`src/rtl/i2c_rb_pkg.sv`:
```
package i2c_rb_pkg;

  typedef enum logic [3:0] {
    ST_IDLE,
    ST_ADDR,
    ST_ADDR_ACK,
    ST_REG,
    ST_REG_ACK,
    ST_WDATA,
    ST_WDATA_ACK,
    ST_RDATA,
    ST_RDATA_ACK,
    ST_SKIP
  } phase_e;

  function automatic logic is_rx_phase(phase_e p);
    return (p == ST_ADDR) || (p == ST_REG) || (p == ST_WDATA);
  endfunction

  function automatic logic is_ack_phase(phase_e p);
    return (p == ST_ADDR_ACK) || (p == ST_REG_ACK) || (p == ST_WDATA_ACK);
  endfunction

endpackage

```
`src/rtl/i2c_rb_sync.sv`:
```
module i2c_rb_sync #(
  parameter int STAGES = 2
) (
  input  logic clk,
  input  logic rst_n,
  input  logic din,
  output logic dout
);

  logic [STAGES-1:0] chain;

  // Bus lines idle high, so the chain resets to 1.
  generate
    for (genvar s = 0; s < STAGES; s++) begin : g_stage
      if (s == 0) begin : g_first
        always_ff @(posedge clk or negedge rst_n) begin
          if (!rst_n) chain[0] <= 1'b1;
          else        chain[0] <= din;
        end
      end else begin : g_rest
        always_ff @(posedge clk or negedge rst_n) begin
          if (!rst_n) chain[s] <= 1'b1;
          else        chain[s] <= chain[s-1];
        end
      end
    end
  endgenerate

  assign dout = chain[STAGES-1];

endmodule

```
`src/rtl/i2c_rb_cond.sv`:
```
module i2c_rb_cond (
  input  logic clk,
  input  logic rst_n,
  input  logic scl_s,
  input  logic sda_s,
  output logic scl_rise,
  output logic scl_fall,
  output logic start_det,
  output logic stop_det
);

  logic scl_q;
  logic sda_q;

  always_ff @(posedge clk or negedge rst_n) begin
    if (!rst_n) begin
      scl_q <= 1'b1;
      sda_q <= 1'b1;
    end else begin
      scl_q <= scl_s;
      sda_q <= sda_s;
    end
  end

  assign scl_rise  = scl_s & ~scl_q;
  assign scl_fall  = ~scl_s & scl_q;
  // SDA edges only count as bus conditions while SCL stays high across them.
  assign start_det = scl_s & scl_q & sda_q & ~sda_s;
  assign stop_det  = scl_s & scl_q & ~sda_q & sda_s;

endmodule

```
`src/rtl/i2c_rb_ptr.sv`:
```
module i2c_rb_ptr #(
  parameter int AW        = 7,
  parameter bit HOLD_ZERO = 1'b1
) (
  input  logic          clk,
  input  logic          rst_n,
  input  logic          load,
  input  logic [AW-1:0] load_val,
  input  logic          adv,
  output logic [AW-1:0] ptr
);

  logic step_ok;

  generate
    if (HOLD_ZERO) begin : g_hold
      assign step_ok = (ptr != '0);
    end else begin : g_free
      assign step_ok = 1'b1;
    end
  endgenerate

  always_ff @(posedge clk or negedge rst_n) begin
    if (!rst_n)               ptr <= '0;
    else if (load)            ptr <= load_val;
    else if (adv && step_ok)  ptr <= ptr + 1'b1;
  end

endmodule

```
`src/rtl/i2c_rb_fsm.sv`:
```
module i2c_rb_fsm
  import i2c_rb_pkg::*;
#(
  parameter int AW      = 7,
  parameter int DW      = 8,
  parameter int STRAP_W = 2,
  parameter int PFX_W   = 5,
  parameter logic [PFX_W-1:0] PREFIX = 5'b01011
) (
  input  logic               clk,
  input  logic               rst_n,
  input  logic               scl_rise,
  input  logic               scl_fall,
  input  logic               start_det,
  input  logic               stop_det,
  input  logic               sda_s,
  input  logic [STRAP_W-1:0] strap,
  input  logic [DW-1:0]      rd_data,
  output logic               ptr_load,
  output logic [AW-1:0]      ptr_val,
  output logic               ptr_adv,
  output logic               wr_valid,
  output logic [DW-1:0]      wr_data,
  output logic               rd_req,
  output logic               sda_oe
);

  localparam int CW = $clog2(DW + 1);
  localparam logic [CW-1:0] LAST_BIT = CW'(DW);

  phase_e        state;
  logic [CW-1:0] cnt;
  logic [DW-1:0] sr;
  logic [DW-1:0] tx;
  logic          rw;
  logic          host_ack;
  logic          rd_wait;
  logic          addr_hit;

  assign addr_hit = (sr[DW-1 -: AW] == {PREFIX, strap});

  always_ff @(posedge clk or negedge rst_n) begin
    if (!rst_n) begin
      state    <= ST_IDLE;
      cnt      <= '0;
      sr       <= '0;
      tx       <= '0;
      rw       <= 1'b0;
      host_ack <= 1'b0;
      rd_wait  <= 1'b0;
      ptr_load <= 1'b0;
      ptr_val  <= '0;
      ptr_adv  <= 1'b0;
      wr_valid <= 1'b0;
      wr_data  <= '0;
      rd_req   <= 1'b0;
    end else begin
      ptr_load <= 1'b0;
      ptr_adv  <= 1'b0;
      wr_valid <= 1'b0;
      rd_req   <= 1'b0;
      rd_wait  <= rd_req;
      if (rd_wait) tx <= rd_data;

      if (start_det) begin
        state <= ST_ADDR;
        cnt   <= '0;
      end else if (stop_det) begin
        state <= ST_IDLE;
        cnt   <= '0;
      end else begin
        unique case (state)
          ST_ADDR, ST_REG, ST_WDATA: begin
            if (scl_rise) begin
              sr  <= {sr[DW-2:0], sda_s};
              cnt <= cnt + 1'b1;
            end else if (scl_fall && cnt == LAST_BIT) begin
              if (state == ST_ADDR) begin
                if (addr_hit) begin
                  state  <= ST_ADDR_ACK;
                  rw     <= sr[0];
                  rd_req <= sr[0];
                end else begin
                  state <= ST_SKIP;
                end
              end else if (state == ST_REG) begin
                ptr_load <= 1'b1;
                ptr_val  <= sr[AW-1:0];
                state    <= ST_REG_ACK;
              end else begin
                wr_valid <= 1'b1;
                wr_data  <= sr;
                ptr_adv  <= 1'b1;
                state    <= ST_WDATA_ACK;
              end
            end
          end
          ST_ADDR_ACK: begin
            if (scl_fall) begin
              cnt   <= '0;
              state <= rw ? ST_RDATA : ST_REG;
            end
          end
          ST_REG_ACK, ST_WDATA_ACK: begin
            if (scl_fall) begin
              cnt   <= '0;
              state <= ST_WDATA;
            end
          end
          ST_RDATA: begin
            if (scl_rise) begin
              cnt <= cnt + 1'b1;
            end else if (scl_fall) begin
              if (cnt == LAST_BIT) begin
                state   <= ST_RDATA_ACK;
                ptr_adv <= 1'b1;
              end else begin
                tx <= {tx[DW-2:0], 1'b0};
              end
            end
          end
          ST_RDATA_ACK: begin
            if (scl_rise) begin
              host_ack <= ~sda_s;
              rd_req   <= ~sda_s;
            end else if (scl_fall) begin
              cnt   <= '0;
              state <= host_ack ? ST_RDATA : ST_SKIP;
            end
          end
          default: ;
        endcase
      end
    end
  end

  assign sda_oe = is_ack_phase(state) || ((state == ST_RDATA) && !tx[DW-1]);


  addr_after_start_chk: assert property (@(posedge clk) disable iff (!rst_n)
    start_det |=> (state == ST_ADDR && cnt == '0));


  skip_quiet_chk: assert property (@(posedge clk) disable iff (!rst_n)
    (state == ST_SKIP) |-> (!wr_valid && !rd_req && !sda_oe));


  ack_needs_match_chk: assert property (@(posedge clk) disable iff (!rst_n)
    (state == ST_ADDR_ACK) |-> (sr[DW-1 -: AW] == {PREFIX, strap}));


  rx_count_bound_chk: assert property (@(posedge clk) disable iff (!rst_n)
    is_rx_phase(state) |-> (cnt <= LAST_BIT));

endmodule

```
`src/rtl/i2c_regbank_slave.sv`:
```
module i2c_regbank_slave #(
  parameter int AW          = 7,
  parameter int DW          = 8,
  parameter int STRAP_W     = 2,
  parameter int SYNC_STAGES = 2,
  parameter bit HOLD_ZERO   = 1'b1
) (
  input  logic               clk,
  input  logic               rst_n,
  input  logic               scl_i,
  input  logic               sda_i,
  output logic               sda_oe,
  input  logic [STRAP_W-1:0] strap_i,
  output logic [AW-1:0]      reg_addr,
  output logic               reg_wr_valid,
  output logic [DW-1:0]      reg_wr_data,
  output logic               reg_rd_req,
  input  logic [DW-1:0]      reg_rd_data
);

  localparam int PFX_W = AW - STRAP_W;
  localparam logic [PFX_W-1:0] PREFIX = PFX_W'(5'b01011);
  localparam int NLINES = 2;

  logic [NLINES-1:0] line_raw;
  logic [NLINES-1:0] line_s;
  logic scl_s, sda_s;
  logic scl_rise, scl_fall, start_det, stop_det;
  logic ptr_load, ptr_adv;
  logic [AW-1:0] ptr_val;

  assign line_raw = {sda_i, scl_i};

  generate
    for (genvar l = 0; l < NLINES; l++) begin : g_line
      i2c_rb_sync #(.STAGES(SYNC_STAGES)) u_sync (
        .clk  (clk),
        .rst_n(rst_n),
        .din  (line_raw[l]),
        .dout (line_s[l])
      );
    end
  endgenerate

  assign scl_s = line_s[0];
  assign sda_s = line_s[1];

  i2c_rb_cond u_cond (
    .clk      (clk),
    .rst_n    (rst_n),
    .scl_s    (scl_s),
    .sda_s    (sda_s),
    .scl_rise (scl_rise),
    .scl_fall (scl_fall),
    .start_det(start_det),
    .stop_det (stop_det)
  );

  i2c_rb_fsm #(
    .AW(AW), .DW(DW), .STRAP_W(STRAP_W), .PFX_W(PFX_W), .PREFIX(PREFIX)
  ) u_fsm (
    .clk      (clk),
    .rst_n    (rst_n),
    .scl_rise (scl_rise),
    .scl_fall (scl_fall),
    .start_det(start_det),
    .stop_det (stop_det),
    .sda_s    (sda_s),
    .strap    (strap_i),
    .rd_data  (reg_rd_data),
    .ptr_load (ptr_load),
    .ptr_val  (ptr_val),
    .ptr_adv  (ptr_adv),
    .wr_valid (reg_wr_valid),
    .wr_data  (reg_wr_data),
    .rd_req   (reg_rd_req),
    .sda_oe   (sda_oe)
  );

  i2c_rb_ptr #(.AW(AW), .HOLD_ZERO(HOLD_ZERO)) u_ptr (
    .clk     (clk),
    .rst_n   (rst_n),
    .load    (ptr_load),
    .load_val(ptr_val),
    .adv     (ptr_adv),
    .ptr     (reg_addr)
  );

  logic [AW-1:0] addr_plus1;
  assign addr_plus1 = reg_addr + 1'b1;


  ptr_step_after_write_chk: assert property (@(posedge clk) disable iff (!rst_n)
    $past(reg_wr_valid) |->
      (reg_addr == ((HOLD_ZERO && $past(reg_addr) == '0) ? '0 : $past(addr_plus1))));


  wr_single_beat_chk: assert property (@(posedge clk) disable iff (!rst_n)
    reg_wr_valid |=> !reg_wr_valid);


  sda_moves_scl_low_chk: assert property (@(posedge clk) disable iff (!rst_n)
    (!$stable(sda_oe) && !$past(start_det) && !$past(stop_det)) |-> !scl_s);


  strobes_exclusive_chk: assert property (@(posedge clk) disable iff (!rst_n)
    !(reg_wr_valid && reg_rd_req));

endmodule

```
`config.mk`:
```
export PLATFORM = sky130hd
export DESIGN_NAME = i2c_regbank_slave
export DESIGN_NICKNAME = d
export VERILOG_FILES = /design/src/rtl/i2c_rb_pkg.sv /design/src/rtl/i2c_rb_sync.sv /design/src/rtl/i2c_rb_cond.sv /design/src/rtl/i2c_rb_ptr.sv /design/src/rtl/i2c_rb_fsm.sv /design/src/rtl/i2c_regbank_slave.sv
export SDC_FILE = /design/constraint.sdc
export NUM_CORES = 1
export LEC_CHECK = 0
export BUFFER_PORTS_ARGS = -buffer_cell sky130_fd_sc_hd__buf_2
export CAP_MARGIN = 20
export CELL_PAD_IN_SITES_DETAIL_PLACEMENT = 1
export CELL_PAD_IN_SITES_GLOBAL_PLACEMENT = 2
export CORE_MARGIN = 3
export CORE_UTILIZATION = 38
export DETAILED_ROUTE_END_ITERATION = 16
export HOLD_SLACK_MARGIN = 0.1
export PLACE_DENSITY_LB_ADDON = 0.15
export SETUP_SLACK_MARGIN = 0.4
export SLEW_MARGIN = 20
export SYNTH_ARGS = -nofsm -noshare
export SYNTH_HDL_FRONTEND = slang
export SYNTH_SLANG_ARGS = --single-unit
```
`constraint.sdc`:
```
create_clock -name clk -period 2.67 [get_ports clk]
set_clock_uncertainty 0.15 [all_clocks]
set_input_delay 0.1335 -clock clk [delete_from_list [all_inputs] [get_ports clk]]
set_output_delay 0.1335 -clock clk [all_outputs]
set_load 0.01 [all_outputs]
```
# --- After elaboration in Yosys (flattened, before gate mapping) ---
# Index checks and enable logic that the tools add are counted.
op_classes:
  addsub: 2
  eq_ne: 20
  mux: 60
  bitwise_logic: 16
  reduce_logical: 22
ops:
  columns: ["cell", "count"]
  rows:
  - ["4-bit 2-to-1 mux", 19]
  - ["8-bit 2-to-1 mux", 7]
  - ["1-bit 2-to-1 mux", 26]
  - ["4-bit by 3-bit inequality test with 1-bit output (second input constant)", 6]
  - ["7-bit AND reduction", 3]
  - ["4-bit case mux with 5 select lines", 1]
  - ["4-bit by 3-bit == test with 1-bit output (second input constant)", 4]
  - ["7-bit 2-to-1 mux", 2]
  - ["7-bit nonzero test", 2]
  - ["4-bit inequality test (second input constant)", 3]
  - ["4-bit case mux with 3 select lines", 1]
  - ["10-bit AND reduction", 1]
  - ["1-bit inverter", 9]
  - ["4-bit by 2-bit == test with 1-bit output (second input constant)", 2]
  - ["4-bit == test (second input constant)", 2]
  - ["4-bit AND reduction", 2]
  - ["7-bit by 1-bit adder with 7-bit output (second input constant)", 1]
  - ["1-bit AND", 7]
  - ["7-bit by 6-bit == test with 1-bit output", 1]
  - ["3-bit OR reduction", 2]
  - ["5-bit nonzero test", 1]
  - ["4-bit by 1-bit adder with 4-bit output (second input constant)", 1]
  - ["4-bit by 1-bit == test with 1-bit output (second input constant)", 1]
  - ["4-bit by 1-bit inequality test with 1-bit output (second input constant)", 1]
  - ["10 further kinds", 15]
word_totals:
  reg_bits: 59
  input_bits: 14
  wordCells: 140

# --- Longest topological paths before layout ---
# Gate-level depths: netlist (run 1).
depth:
  depth_word: 8
  mapped_depth: 8
  mapped_depth_nobuf: 7

# --- Hierarchy ---
# From an unflattened synthesis (run 1), not the netlist that was laid out.
hier_totals:
  cells_unflattened: 253
  hier_area_um2: 2836.5
modules_own_cells:
  columns: ["mod", "instances", "cells_per_inst", "area_per_inst_um2"]
  rows:
  - ["i2c_rb_fsm", 1, 191, 2164.6]
  - ["i2c_rb_ptr", 1, 52, 481.7]
  - ["i2c_rb_sync", 2, 2, 52.6]
  - ["i2c_rb_cond", 1, 6, 85.1]

# --- Least setup slack after synthesis (run 1) ---
# No wires, ideal clock.
synth_timing:
  path_kind: "register to register"
  start: "reg u_ptr.ptr[0]"
  end: "reg u_ptr.ptr[2]"
  setup_ns: 0.083
  arrival_ns: 1.667
  slack_ns: 0.770
  stages_incl_launch_ff: 8
  path_buffers: 0
  path_cell_list: "dfrtp_1 inv_1 ha_1 or4b_4 o31ai_4 nor2_1 xnor2_1 o21ai_0"
synth_between:
  elab_chain_len: 3
synth_rtl:
  columns: ["item", "line_no", "source"]
  rows:
  - ["start: declaration", "i2c_rb_ptr.sv:10", "output logic [AW-1:0] ptr"]
  - ["start signal: assignment", "i2c_rb_ptr.sv:25", "else if (load) ptr <= load_val;"]
  - ["start signal: assignment", "i2c_rb_ptr.sv:26", "else if (adv && step_ok) ptr <= ptr + 1'b1;"]
  - ["7-bit by 1-bit adder with 7-bit output / 7-bit nonzero test (equally long branches)", "i2c_rb_ptr.sv:26, i2c_rb_ptr.sv:17", null]
  - ["7-bit 2-to-1 mux / 1-bit logical AND (equally long branches)", "i2c_rb_ptr.sv:26", null]
  - ["7-bit 2-to-1 mux / 2-bit nonzero test (equally long branches)", null, null]
# Several ways; a longest one is shown, not always the timed one. The select of a mux whose other input is x is not followed.
# A chain may end at the register's enable or synchronous reset.

# --- Worst setup path in the final report (run 1) ---
layout_timing:
  start: "reg u_fsm.state[0]"
  end: "reg u_fsm.state[1]"
layout_between:
  elab_chain_len: 8
layout_rtl:
  columns: ["item", "line_no", "source"]
  rows:
  - ["start: declaration", "i2c_rb_fsm.sv:31", "phase_e state;"]
  - ["start signal: assignment", "i2c_rb_fsm.sv:101", "state <= rw ? ST_RDATA : ST_REG;"]
  - ["start signal: assignment", "i2c_rb_fsm.sv:128", "state <= host_ack ? ST_RDATA : ST_SKIP;"]
  - ["4-bit by 2-bit == test with 1-bit output", "i2c_rb_fsm.sv:72, i2c_rb_fsm.sv:86", null]
  - ["2-bit 2-to-1 mux", "i2c_rb_fsm.sv:86", "end else if (state == ST_REG) begin"]
  - ["4-bit 2-to-1 mux", "i2c_rb_fsm.sv:78", "if (state == ST_ADDR) begin"]
  - ["4-bit 2-to-1 mux", "i2c_rb_fsm.sv:77", "end else if (scl_fall && cnt == LAST_BIT) begin"]
  - ["4-bit 2-to-1 mux", "i2c_rb_fsm.sv:74", "if (scl_rise) begin"]
  - ["4-bit case mux with 5 select lines", "i2c_rb_fsm.sv:72", "unique case (state)"]
  - ["4-bit 2-to-1 mux", "i2c_rb_fsm.sv:68", "end else if (stop_det) begin"]
  - ["4-bit 2-to-1 mux", "i2c_rb_fsm.sv:65", "if (start_det) begin"]
# Several ways; a longest one is shown, not always the timed one. The select of a mux whose other input is x is not followed.

==> impl_metrics.yaml, run 1 <==
run_status:
  status: "finished clean"
setup_path:
  path_max_fanout: 11
  max_stage_delay_ns: 0.51
  crit_path_cell_trace: "buf_4 -> nor3_1 -> and2_1 -> o21ai_1 -> a31o_1 -> o41ai_2"
  cp.required_ns: 2.75
  end_kind: "flop"
  worstSetupPathType: "flop to flop"
  cpMaxStageDelayCell: "dfrtp_1"
  cp-start-kind: "flop"
  worstPathArrival_ns: 2.19
cts:
  cts.clk_slew.worst_paths_ns: 0.07
  ctsLongestPathBuffers: 2
  cts_tree: "yes"
  insertion_delay_ns: 0.33
  cts_buffers: 9
  cts-htree-levels: 3
  clock_sinks: 59
  cts_root_buffer: "clkbuf_8"
  post_cts_buffers: 0
final_layout:
  syn2layout_area_growth_pct: 21.0
  antenna_cells: 0
  multi_input_area_sq_um: 1210
  seq_area_sq_um: 1480
  fin_nets: 303
  drive_gt1_share_pct: 31.7
  fillers: 762
  final_util_pct: 48.4
yosys:
  synth_top_area_share_pct: 48.0
  yosysTopAreaCell: "dfrtp_1"
  ys_types: 48
  synth_area_leaders: "dfrtp_1 48%, mux2_2 9.4%, dfstp_2 5.7%"
  yosysSeqAreaShare_pct: 53.7
  netlist_instances: 238
  ys_ff_latch: 59
  syn_avg_cell_area_sq_um: 11.6
  synth_edf_count: 0
  synthesis.nets: 256
  synth_area_sq_um: 2760
  yosys_warnings: 0
  dominantRegCellSynth: "dfrtp_1"
  async_flop_share_pct: 100
sta:
  fmax_ghz: 0.473
  maxSlewHeadroom_pct: 56.0
  finalMaxSlewViolations: 0
  tightest_slew_ns: 0.660
  tns_ns: 0
  rsz0062_at_grt: "true"
  period_share_pct: 79.1
  layout_min_cycle_time_ns: 2.11
  finalSetupViolations: 0
  finalHoldViolations: 0
pwr:
  power.share.clock_pct: 31.5
  combPwrFrac_pct: 21.6
  irDropWorstVdd_mv: 0.445
  leakage_nw: 1.58
  power_switching_mw: 0.838
  p_per_area_nw_per_um2: 788
  switching_share_pct: 31.8
  intPower_mw: 1.80
  seq_power_share_pct: 47.0
flow_run:
  max_cap_viol_count: 0
grt:
  antenna_found_initial: 0
  grt_pass1_vias: 2024
  grt_pass1_wl_um: 9930
  grt_max_degree: 34
  grt_usage_pct: 15.1
  grt.overflow.total: 0
floorplanning:
  rows: 30
  dieArea_sq_um: 8330
  dieWidth_um: 91.3
  core_area_sq_um: 6910
  ios: 32
  start_util_pct: 40.0
  die_height_um: 91.3
detailed_routing:
  first_iter_violations: 71
  post_drt_wl_per_cell_um: 14.8
  dr_total_vias: 1907
  antenna_left: 0
  via_per_inst: 4.94
  wl_um: 5700
  drc: 0
  dr.pass1.iters: 4
placed_design:
  numPortBuffers: 31
  gp_congestion: 0.737
  dp_hpwl_um: 3980
min_path:
  holdCritPathClass: "input port to async pin"
## power groups by stage
stage	clock network [mW]	registers (mW)	logic (mW)
4_1_cts	0.850	1.24	0.570
5_1_grt	0.892	1.27	0.653
2_1_floorplan	0	1.14	0.497
3_3_place_gp	0	1.25	0.544
6_report	0.829	1.24	0.569
3_5_place_dp	0	1.25	0.552
## routing by layer
metal	share of wire, %	up-vias	global-route usage, %
li1	-	940	-
met1	52	933	21.1
met2	44	30	22.4
met3	3.2	4	4.31
met4	0.77	0	5.65
met5	0	-	0
## registers in the layout, indices dropped and copies added (netlist names), 2 cells and up
signal	cells
g_line.u_sync.dout	2
u_fsm.ptr_val	7
u_fsm.cnt	4
u_fsm.state	4
u_ptr.ptr	7
u_fsm.tx	8
g_line.u_sync.chain	2
u_fsm.sr	8
u_fsm.wr_data	8
## cell type report
type | count | area share, %
Timing Repair Buffer | 45 | 8.98
Tap cell | 96 | 3.59
Inverter | 8 | 0.898
Multi-Input combinational cell | 162 | 36.1
Clock buffer | 12 | 4.64
Clock inverter | 4 | 1.46
Sequential cell | 59 | 44.4
## placed cells by master, fill, tap and decap left out, types with 6 or more instances in the layout
cell and instances:
dlygate4sd3_1 11, nor2_1 9, dfrtp_1 53, buf_2 31
mux2i_1 10, dfstp_2 6, mux2_2 23, xor2_1 6
a21oi_1 6, clkbuf_8 11, o21ai_0 21, inv_1 8
nand2_1 27
## stage by stage
step / hold slack, ns / cell area [sq um] / setup slack, ns / power [mW] / cells
2_1_floorplan: -0.312 / 2760 / 0.770 / 1.64 / 238
3_3_place_gp: 0.0499 / 3020 / 0.558 / 1.79 / 359
3_5_place_dp: 0.0512 / 3020 / 0.471 / 1.80 / 359
4_1_cts: 0.209 / 3340 / 0.468 / 2.66 / 386
5_1_grt: 0.210 / 3340 / 0.389 / 2.81 / 386
6_report: 0.207 / 3340 / 0.557 / 2.64 / 386
## worst max-delay path, delay by kind of cell (launching register included)
| kind | cells | cell delay [ns] |
|---|---|---|
| buffers and inverters | 1 | 0.23 |
| AO/OA/AOI/OAI | 3 | 0.54 |
| AND/OR/NAND/NOR | 2 | 0.57 |
| flip-flops | 1 | 0.51 |
## timing repair
item                                   4_1_cts  5_1_grt
setup endpoints to repair                    0        9
resized for setup                            0        2
hold buffers                                11        0
endpoints found under the hold margin       36        0
## worst paths after layout
path	start	end	slack, ns	cells after the start
min in group clk	g_line[0].u_sync.chain[0]	g_line[0].u_sync.dout	0.21	0
hold reg to reg	g_line[0].u_sync.chain[0]	g_line[0].u_sync.dout	0.21	0
hold / removal	rst_n	u_ptr.ptr[6]	0.21	2
setup reg to reg	u_fsm.state[0]	u_fsm.state[1]	0.56	6
max in group asynchronous	rst_n	u_cond.scl_q	1.49	3
setup / recovery	u_fsm.state[0]	u_fsm.state[1]	0.56	6
## synthesized netlist by cell type (2+ instances only)
master,n
and3_1,5
nand2_1,27
nor2b_1,3
a21oi_1,6
o21ai_1,3
inv_1,8
o21ai_0,21
xnor2_1,4
o31ai_1,3
nand4_1,4
mux2i_1,10
mux2_2,23
nand3_1,2
nand3b_1,2
ha_1,4
a22o_1,2
nand2b_1,2
nor2_1,9
dfrtp_1,53
dfstp_2,6
nor3_1,2
xor2_1,6
or4b_4,2
a31oi_1,3
buf_2,5
## cells by family after synthesis
group	count (synthesis)	share of synthesized area (%)
AOI/OAI and AO/OA	45	10.5
xor gates and xnor gates	10	3.17
adders and majority gates	4	1.81
buffers and inverters	17	2.94
DFF	59	53.7
muxes	33	13.0
and+or+nand+nor	70	14.9
Note: power is estimated with default switching activity, not from simulation.
==> run 2: changes to the inputs <==
==> constraint.sdc (replaced) <==
create_clock -name clk -period 2 [get_ports clk]
set_clock_uncertainty 0.15 [all_clocks]
set_input_delay 0.1 -clock clk [delete_from_list [all_inputs] [get_ports clk]]
set_output_delay 0.1 -clock clk [all_outputs]
set_load 0.01 [all_outputs]
==> run 2 against run 1 <==
Sequential cell count unchanged. Critical path depth increased by 1. Sequential power increased by 31%. Cell count increased by 14%. Wire length increased by 37%. Via count increased by 16%. Die area unchanged. Register-to-register slack got worse by 0.49 ns. Critical path type unchanged. Largest power group is now combinational logic. Highest routed layer unchanged.
==> impl_metrics.yaml, run 2 (synthesis results as in run 1) <==
sta:
  fin_hold_ws_ns: 0.138
  period_share_pct: 96.7
  layout_min_cycle_time_ns: 1.93
  finalHoldViolations: 0
  rsz0062_at_grt: "true"
  tns_ns: 0
  fmax_ghz: 0.517
  tightest_slew_ns: 0.447
  finalSetupViolations: 0
  finalMaxSlewViolations: 0
  maxSlewHeadroom_pct: 70.2
final_layout:
  fin_nets: 358
  syn2layout_area_growth_pct: 52.3
  reg_top3: "u_fsm.sr: 8 flops, u_fsm.tx: 8 flops, u_fsm.wr_data: 8 flops"
  antenna_cells: 0
  multi_input_area_sq_um: 1550
  final_util_pct: 61.0
  fillers: 721
  drive_gt1_share_pct: 57.7
  layout.cells.most_common: "dfrtp_1"
  final_cell_mix: "45 x dfrtp_1, 40 x buf_4, 32 x buf_2"
  seq_area_sq_um: 1490
  stdcell_count: 441
  stdcell_area_sq_um: 4210
cts:
  cts_tree: "yes"
  cts-htree-levels: 3
  cts_root_buffer: "clkbuf_8"
  cts.clk_slew.worst_paths_ns: 0.07
  insertion_delay_ns: 0.34
  cts_buffers: 9
  clock_sinks: 59
  ctsLongestPathBuffers: 2
setup_path:
  worstSetupPathType: "flop to flop"
  max_stage_delay_ns: 0.47
  critical_path_buf_inv_count: 2
  cp-start-kind: "flop"
  rr_startpoint: "u_ptr.ptr[0]"
  crit_family: "simple AND/OR/NAND/NOR gates"
  crit_path_cell_trace: "inv_2 -> ha_1 -> or4b_4 -> o31ai_4 -> buf_4 -> xnor2_2 -> o21ai_1"
  cp.required_ns: 2.06
  worstPathArrival_ns: 2.00
  end_kind: "flop"
  cpMaxStageDelayCell: "or4b_4"
  reg2reg_slack_ns: 0.07
  reg2regPathDepth: 7
  r2r_end: "u_ptr.ptr[0]"
  path_max_fanout: 3
run_status:
  status: "finished clean"
grt:
  grt_max_degree: 60
  grt_usage_pct: 18.9
  grt_pass1_vias: 2315
  antenna_found_initial: 0
  grt.overflow.total: 0
  grt_pass1_wl_um: 12200
pwr:
  p_per_area_nw_per_um2: 1080
  irDropWorstVdd_mv: 1.04
  leakage_nw: 1.96
placed_design:
  numPortBuffers: 31
  dp_hpwl_um: 4060
  dpl_cell_area_sq_um: 3180
  gp_congestion: 0.776
  dp.cells: 373
detailed_routing:
  dr.pass1.iters: 4
  first_iter_violations: 130
  drc: 0
  dr_total_vias: 2212
  wl_um: 7820
  antenna_left: 0
  via_per_inst: 5.02
  post_drt_wl_per_cell_um: 17.7
floorplanning:
  dieWidth_um: 91.3
  start_util_pct: 40.0
  rows: 30
  dieArea_sq_um: 8330
  ios: 32
  core_area_sq_um: 6910
  die_height_um: 91.3
flow_run:
  max_cap_viol_count: 0
min_path:
  holdCritPathClass: "input port to async pin"
## run 2: changes by cell type in the layout (fill, tap and decap cells not counted), moves of 4 or more
cell and delta:
nand2_1 -12, o21ai_2 +6, nor2_4 +4, o21ai_0 -16, o21ai_1 +9, mux2_2 -23, nand2_2 +11, nor2_1 -6
buf_4 +38, dfrtp_1 -8, buf_6 +14, mux2_4 +23, dfrtp_2 +8
## run 2: where the power goes
group / internal [mW] / switching (mW) / leakage [nW]
Combinational: 0.912 / 0.804 / 1.10
Sequential: 1.40 / 0.229 / 0.758
Clock: 0.696 / 0.501 / 0.101
## run 2: how the worst max path moves through the flow
| stage | start | end | slack, ns | depth (start not counted) |
|---|---|---|---|---|
| final | u_ptr.ptr[0] | u_ptr.ptr[0] | 0.07 | 7 |
| after floorplan | u_ptr.ptr[0] | u_ptr.ptr[2] | 0.13 | 7 |
| after CTS | u_ptr.ptr[0] | u_ptr.ptr[2] | 0.05 | 7 |
| after global placement | u_ptr.ptr[0] | u_ptr.ptr[1] | 0.11 | 6 |
| after detailed placement | u_ptr.ptr[0] | u_ptr.ptr[2] | 0.01 | 7 |
| after global routing | u_ptr.ptr[0] | u_ptr.ptr[0] | -0.005 | 7 |
## run 2: area by class of cell
| cell class | count | area share [%] |
|---|---|---|
| Clock inverter | 7 | 2.20 |
| Multi-Input combinational cell | 162 | 36.9 |
| Timing Repair Buffer | 100 | 18.9 |
| Inverter | 8 | 0.713 |
| Tap cell | 96 | 2.85 |
| Clock buffer | 9 | 2.94 |
| Sequential cell | 59 | 35.5 |
## run 2: worst min-delay path: cells and delay by family
family | cells | cell delay, ns
buffers and inverters | 3 | 0.92
## run 2: metrics by stage
| step | power, mW | setup WS, ns |
|---|---|---|
| floorplan | 2.24 | 0.134 |
| global placement | 2.54 | 0.108 |
| detailed placement | 2.56 | 0.0142 |
| CTS | 4.19 | 0.0539 |
| global route | 4.81 | -0.00479 |
| finish | 4.54 | 0.0659 |
## run 2: routing by layer
layer	vias up	global-route usage, %	wire [um]
li1	1049	-	-
met1	1117	24.5	3440
met2	34	30.8	3990
met3	12	4.56	241
met4	0	6.78	153
met5	-	0	0
## run 2: what timing repair did
item	CTS	global route
hold buffers	11	0
endpoints found under the setup margin	46	47
resized for setup	67	46
pin swaps	14	23
cloned	2	0
endpoints found under the hold margin	69	0
buffers inserted	23	16
